==> config.mk <==
export PLATFORM = sky130hd
export DESIGN_NAME = pause_hold_timer
export DESIGN_NICKNAME = d
export VERILOG_FILES = /design/src/rtl/pht_pkg.sv /design/src/rtl/pht_prescaler.sv /design/src/rtl/pht_counter.sv /design/src/rtl/pht_irq.sv /design/src/rtl/pause_hold_timer.sv
export SDC_FILE = /design/constraint.sdc
export NUM_CORES = 1
export LEC_CHECK = 0
export ABC_CLOCK_PERIOD_IN_PS = 3710
export BUFFER_PORTS_ARGS = -buffer_cell sky130_fd_sc_hd__clkbuf_2
export CAP_MARGIN = 10
export CORE_MARGIN = 2
export CORE_UTILIZATION = 35
export CTS_CLUSTER_SIZE = 40
export DETAILED_ROUTE_END_ITERATION = 10
export PLACE_DENSITY = 0.57
export SYNTH_ARGS = -nofsm -noshare
export SYNTH_HDL_FRONTEND = slang
export SYNTH_SLANG_ARGS = --single-unit
export TNS_END_PERCENT = 100
==> constraint.sdc <==
create_clock -name clk -period 3.71 [get_ports clk]
set_input_delay 0.371 -clock clk [delete_from_list [all_inputs] [get_ports clk]]
set_output_delay 0.371 -clock clk [all_outputs]
set_load 0.05 [all_outputs]
==> src/rtl/pht_pkg.sv <==
// Shared defaults for the pause hold timer.
// Assumes: a quantum is a fixed number of bit times and the quantum field is 16 bits wide.
package pht_pkg;
    parameter int unsigned PHT_QUANTA_W      = 16;
    parameter int unsigned PHT_BITS_PER_QNTM = 512;

    // Which event produced an interrupt pulse (debug visibility only)
    typedef enum logic [1:0] {
        PHT_IRQ_NONE   = 2'd0,
        PHT_IRQ_EXPIRE = 2'd1,
        PHT_IRQ_ZERO   = 2'd2
    } pht_irq_src_e;
endpackage

==> src/rtl/pht_prescaler.sv <==
// Divides bit-time ticks down to one decrement step per quantum.
// A fast input bypasses the divider, giving one step per clock.
// Assumes: clear_i has priority and restarts the interval from zero;
// the divider holds its value while run_i is low.
module pht_prescaler #(
    parameter int unsigned DIV = 512
) (
    input  logic clk,
    input  logic rst_n,
    input  logic clear_i,
    input  logic run_i,
    input  logic tick_i,
    input  logic fast_i,
    output logic step_o
);
    localparam int unsigned PW = (DIV > 1) ? $clog2(DIV) : 1;

    generate
        if (DIV > 1) begin : g_div
            localparam logic [PW-1:0] LAST = PW'(DIV - 1);
            logic [PW-1:0] pre_q;

            // Count bit ticks while the timer runs; wrap at the last tick of a quantum
            always_ff @(posedge clk) begin
                if (!rst_n || clear_i) begin
                    pre_q <= '0;
                end else if (run_i && tick_i && !fast_i) begin
                    pre_q <= (pre_q == LAST) ? '0 : pre_q + 1'b1;
                end
            end

            // Step on the wrapping tick, or on every clock in fast mode
            always_comb begin
                step_o = run_i && (fast_i || (tick_i && (pre_q == LAST)));
            end
        end else begin : g_nodiv
            logic unused_in;
            // Divider of one: every tick is a step
            always_comb begin
                unused_in = clear_i ^ clk ^ rst_n;
                step_o    = run_i && (fast_i || tick_i);
            end
        end
    endgenerate
endmodule

==> src/rtl/pht_counter.sv <==
// Holds the pause count: loads a quantum, otherwise steps down toward zero.
// Assumes: a load wins over a step on the same edge; a step only arrives while non-zero.
module pht_counter #(
    parameter int unsigned QUANTA_W = 16
) (
    input  logic                clk,
    input  logic                rst_n,
    input  logic                load_i,
    input  logic [QUANTA_W-1:0] quanta_i,
    input  logic                step_i,
    output logic [QUANTA_W-1:0] count_o,
    output logic                nonzero_o,
    output logic                expire_o
);
    localparam logic [QUANTA_W-1:0] ONE = QUANTA_W'(1);

    logic [QUANTA_W-1:0] count_q;

    // Load on a new pause, otherwise decrement on a step
    always_ff @(posedge clk) begin
        if (!rst_n) begin
            count_q <= '0;
        end else if (load_i) begin
            count_q <= quanta_i;
        end else if (step_i && (count_q != '0)) begin
            count_q <= count_q - ONE;
        end
    end

    // Flags for the top level and the interrupt logic
    always_comb begin
        count_o   = count_q;
        nonzero_o = (count_q != '0);
        expire_o  = step_i && !load_i && (count_q == ONE);
    end
endmodule

==> src/rtl/pht_irq.sv <==
// Registers the one-cycle interrupt and pause-seen pulses.
// Assumes: the inputs are single-cycle events; the outputs follow them by one clock.
module pht_irq (
    input  logic clk,
    input  logic rst_n,
    input  logic pause_evt_i,
    input  logic zero_quanta_i,
    input  logic expire_i,
    output logic irq_o,
    output logic seen_o
);
    import pht_pkg::*;

    pht_irq_src_e src_d;

    // Classify the interrupt cause
    always_comb begin
        if (pause_evt_i && zero_quanta_i) begin
            src_d = PHT_IRQ_ZERO;
        end else if (expire_i) begin
            src_d = PHT_IRQ_EXPIRE;
        end else begin
            src_d = PHT_IRQ_NONE;
        end
    end

    // Register both pulses
    always_ff @(posedge clk) begin
        if (!rst_n) begin
            irq_o  <= 1'b0;
            seen_o <= 1'b0;
        end else begin
            irq_o  <= (src_d != PHT_IRQ_NONE);
            seen_o <= pause_evt_i;
        end
    end
endmodule

==> src/rtl/pause_hold_timer.sv <==
// Top level of the pause hold timer.
// Loads the received quantum (full duplex with pause enabled only), counts it
// down in quanta of bit times once the transmitter is idle, and inhibits new frame starts
// while the count is non-zero. A frame that is already being sent is never blocked.
// Assumes: pause_valid_i is a one-cycle event from an upstream validator.
module pause_hold_timer #(
    parameter int unsigned QUANTA_W      = pht_pkg::PHT_QUANTA_W,
    parameter int unsigned BITS_PER_QNTM = pht_pkg::PHT_BITS_PER_QNTM
) (
    input  logic                clk,
    input  logic                rst_n,
    input  logic                pause_valid_i,
    input  logic [QUANTA_W-1:0] pause_quanta_i,
    input  logic                rx_pause_en_i,
    input  logic                full_duplex_i,
    input  logic                tx_busy_i,
    input  logic                test_mode_i,
    input  logic                bit_tick_i,
    output logic                tx_inhibit_o,
    output logic                expire_irq_o,
    output logic                pause_seen_o,
    output logic [QUANTA_W-1:0] pause_count_o
);
    logic load;
    logic run;
    logic step;
    logic nonzero;
    logic expire;
    logic zero_q;

    // Qualify the load and the running condition
    always_comb begin
        load         = pause_valid_i && rx_pause_en_i && full_duplex_i;
        zero_q       = (pause_quanta_i == '0);
        run          = nonzero && !tx_busy_i;
        tx_inhibit_o = run;
    end

    pht_prescaler #(.DIV(BITS_PER_QNTM)) u_pre (
        .clk     (clk),
        .rst_n   (rst_n),
        .clear_i (load),
        .run_i   (run),
        .tick_i  (bit_tick_i),
        .fast_i  (test_mode_i),
        .step_o  (step)
    );

    pht_counter #(.QUANTA_W(QUANTA_W)) u_cnt (
        .clk       (clk),
        .rst_n     (rst_n),
        .load_i    (load),
        .quanta_i  (pause_quanta_i),
        .step_i    (step),
        .count_o   (pause_count_o),
        .nonzero_o (nonzero),
        .expire_o  (expire)
    );

    pht_irq u_irq (
        .clk           (clk),
        .rst_n         (rst_n),
        .pause_evt_i   (pause_valid_i),
        .zero_quanta_i (zero_q),
        .expire_i      (expire),
        .irq_o         (expire_irq_o),
        .seen_o        (pause_seen_o)
    );
endmodule

==> summary.txt <==
Power
  • Tot Pwr: approximately 0.8 mW
  • Leakage: slightly above 0.7 nW
  • PwrDens: around 430 nW/um^2
  • Worst VDD drop: 0.239 mV

Cells and area
  • # diodes: 0
  • Non-Filler Instances: ~280
  • Share of layout cells above drive strength 1: 24.2%
  • Area added between synthesis and finish: 19.8%
  • Final nets: ~260
  • Final Util: around 45%
  • Design Area, Final: around 1800 sq um

Clocking
  • Clk Latency, worst-skew pair: between 0.2 and 0.3 ns
  • CTS Root Cell: clkbuf_8
  • Clock sink total: 27
  • CTS clk-pin slew, worst paths: approximately 0.090 ns
  • Resize count post-CTS: 0
  • H-tree levels: 1
  • Total CTS buffers: 3
  • Max Root-Sink Buffers: 2
  • CTS tree: yes
  • Post-CTS setup buffers: 0
  • CTS Hold Buffers Added: 0

Global routing
  • Number of global-route vias before repair: ~1400
  • Gr ovfl total: 0
  • Global-route wire length before repair: 6.58 mm
  • Largest net degree at the start of global routing: 23
  • Initial antenna violation count: 0
  • All-Layer GR Usage: between 10% and 20%

Worst setup path
  • CP Capture Type: flop
  • Setup CP Type: reg -> reg
  • Required time of the critical path: about 3.9 ns
  • Crit-path most repeated cell: and3_1
  • Startpoint types: flop
  • CP max stage delay: approximately 0.47 ns
  • CP Max Fanout: 9
  • Crit path arrival time: roughly 3.1 ns
  • Critical path, cell by cell: ha_1 -> and3_1 -> and3_1 -> and3_1 -> ha_1 -> a21oi_1 -> nor2_1 -> nand2_1 -> or3_1 -> a21oi_1
  • Slowest CP cell: nor2_1

STA
  • Max Clock Skew: roughly 0.0017 ns
  • Relative slew slack: 46.5%
  • Min Clock Period, post-route: roughly 2.9 ns
  • Unrepaired setup endpoints after global routing: false
  • Endpoints failing hold: 0
  • Setup TNS: 0 ns
  • Count of final setup violators: 0
  • Actual slew at the worst max-slew pin: approximately 0.80 ns
  • Fin crit share: ~77%
  • Slew Limit Fails: 0
  • Fmax: approximately 0.35 GHz

Synth
  • Yosys synthesis warning count: 0
  • Avg Cell Area, Syn: around 8.2 sq um
  • Main combinational cell family by area after synthesis: simple AND/OR/NAND/NOR gates
  • Sequential fraction of the synthesis area: 35.5%
  • Cell area after synthesis: 1520 sq um
  • Mux cell area share after synthesis: 0%
  • Post-synthesis xor/xnor area fraction: under 10%
  • Yosys cell types: 35
  • Mapped Nets: 215
  • #FFs+latches synth: 27
  • Adder-cell share of the synthesized area: just over 4%
  • Simple logic cell fraction of the synthesized area: about a third
  • Post-Synthesis Cells: roughly 190
  • Complex-gate fraction of the synthesized area: a little under a fifth

Floorplanning
  • Die W: 70.0 um
  • Row count: 23
  • Die height: 70.0 um
  • Die ar.: slightly below 5000 sq um
  • CORE AREA: roughly 4100 sq um
  • I/O pin total: between 40 and 50
  • Starting Density: between 30% and 40%

Drt
  • Routed vias/inst: 5.57
  • DRC Markers: 0
  • Via count: between 1500 and 2000
  • Drt first pass iters: 4
  • WL per Instance: 14.4 um
  • DR iter-0 viols: just under 90
  • DRT antenna net count: 0
  • Final wirelength: ~4.0 mm

Placement
  • Cell Area, Placed: about 1800 sq um
  • GP Congestion: between 0.7 and 0.8
  • Post-Place Cells: around 270
  • Buffers on Ports: 42
  • Final HPWL DP: around 3.1 mm

Worst hold path
  • Worst Hold Class: in -> reg

Outcome
  • Status: completed

Flow run
  • Max_cap viols: 0
==> area by class of cell <==
type	instances	area, sq um
fill	427	2260
multi-input combinational	150	948
sequential	27	541
timing repair buffer	43	218
tap	50	62.6
clock buffer	4	45.0
inverter	3	11.3
==> per-layer routing <==
| metal | part of all wire, % | track usage (%) |
|---|---|---|
| met5 | 0 | 0 |
| met4 | 0.82 | 4.49 |
| met3 | 5.3 | 3.61 |
| met2 | 47 | 26.9 |
| met1 | 47 | 22.1 |
==> through the flow <==
step                      hold WS (ns)  worst slack (ns)
after floorplan                  0.441             0.911
after global placement           0.463             0.974
after detailed placement         0.454             0.905
after CTS                        0.332             0.868
after global routing             0.339             0.637
final                            0.343             0.853
==> critical path: cells and delay by family (launching register included) <==
family,cells,cell delay [ns]
adders and majority gates,2,0.50
DFF,1,0.39
AOI/OAI and AO/OA,2,0.31
and+or+nand+nor,6,1.58
==> state kept, by name, summed over array words and instances (netlist names) <==
register / count
u_irq.seen_o: 1
u_pre.g_div.pre_q: 9
u_cnt.count_o: 16
u_irq.irq_o: 1
==> cell families (layout without fill, tap and decap cells) <==
kind of cell | count (synthesis) | count (layout)
flops | 27 | 27
compound gates | 53 | 53
buf+inv | 9 | 50
xor+xnor | 11 | 11
fa+ha+maj | 5 | 5
simple gates | 81 | 81
==> final timing paths <==
check             cells past startpoint                           endpoint                               from  slack, ns
setup reg to reg                     10             u_irq.irq_o$_SDFF_PN0_  u_pre.g_div.pre_q[0]$_SDFFE_PP0P_       0.85
hold reg to reg                       2  u_pre.g_div.pre_q[8]$_SDFFE_PP0P_  u_pre.g_div.pre_q[8]$_SDFFE_PP0P_       0.47
setup / recovery                     10             u_irq.irq_o$_SDFF_PN0_  u_pre.g_div.pre_q[0]$_SDFFE_PP0P_       0.85
hold / removal                        3      u_cnt.count_o[1]$_SDFFE_PN0P_                  pause_quanta_i[1]       0.34
==> layout by cell type (no fill, tap or decap), types with 4 or more instances in the layout <==
master | Yosys | layout
nand2_1 | 9 | 9
a21oi_1 | 21 | 21
o21ai_0 | 21 | 21
or3_1 | 4 | 4
and3_1 | 5 | 5
or4_1 | 4 | 4
nand4_1 | 6 | 6
xor2_1 | 10 | 10
clkbuf_2 | 0 | 42
a31oi_1 | 5 | 5
nand3_1 | 11 | 11
nor4_1 | 5 | 5
or3b_2 | 4 | 4
ha_1 | 5 | 5
nor2_1 | 12 | 12
nor3_1 | 7 | 7
dfxtp_1 | 27 | 27
==> synthesized netlist by cell type <==
library cell	number	area share, %
nor2_1	12	3.0
nor4_4	1	1.4
xor2_1	10	5.7
o31ai_1	3	1.5
or3_1	4	1.6
nor2b_1	1	0.41
nand3_1	11	3.6
nand4_1	6	2.5
nor4_1	5	2.1
clkbuf_1	5	1.2
and4b_2	1	0.74
nor3b_4	1	1.2
or3b_2	4	2.3
nor3_1	7	2.3
nand4_2	1	0.82
nor4b_1	1	0.57
nand3b_1	1	0.49
or4b_2	1	0.66
nand2_1	9	2.2
a211oi_1	2	0.98
nand2b_1	1	0.41
or4_1	4	2.0
a31oi_1	5	2.1
nor3b_1	2	0.98
and2_1	1	0.41
xnor2_1	1	0.57
nand4b_1	2	1.1
dfxtp_1	27	35
ha_1	5	4.1
and3_1	5	2.1
o21ai_0	21	6.9
buf_2	1	0.33
a311o_1	1	0.66
a21oi_1	21	6.9
inv_1	3	0.74
==> report_power, final <==
part / switching [mW] / leakage [nW] / internal, mW
Clock: 0.0937 / 0.0228 / 0.0771
Sequential: 0.0344 / 0.221 / 0.311
Combinational: 0.180 / 0.479 / 0.0851
Note: power is estimated with default switching activity, not from simulation.
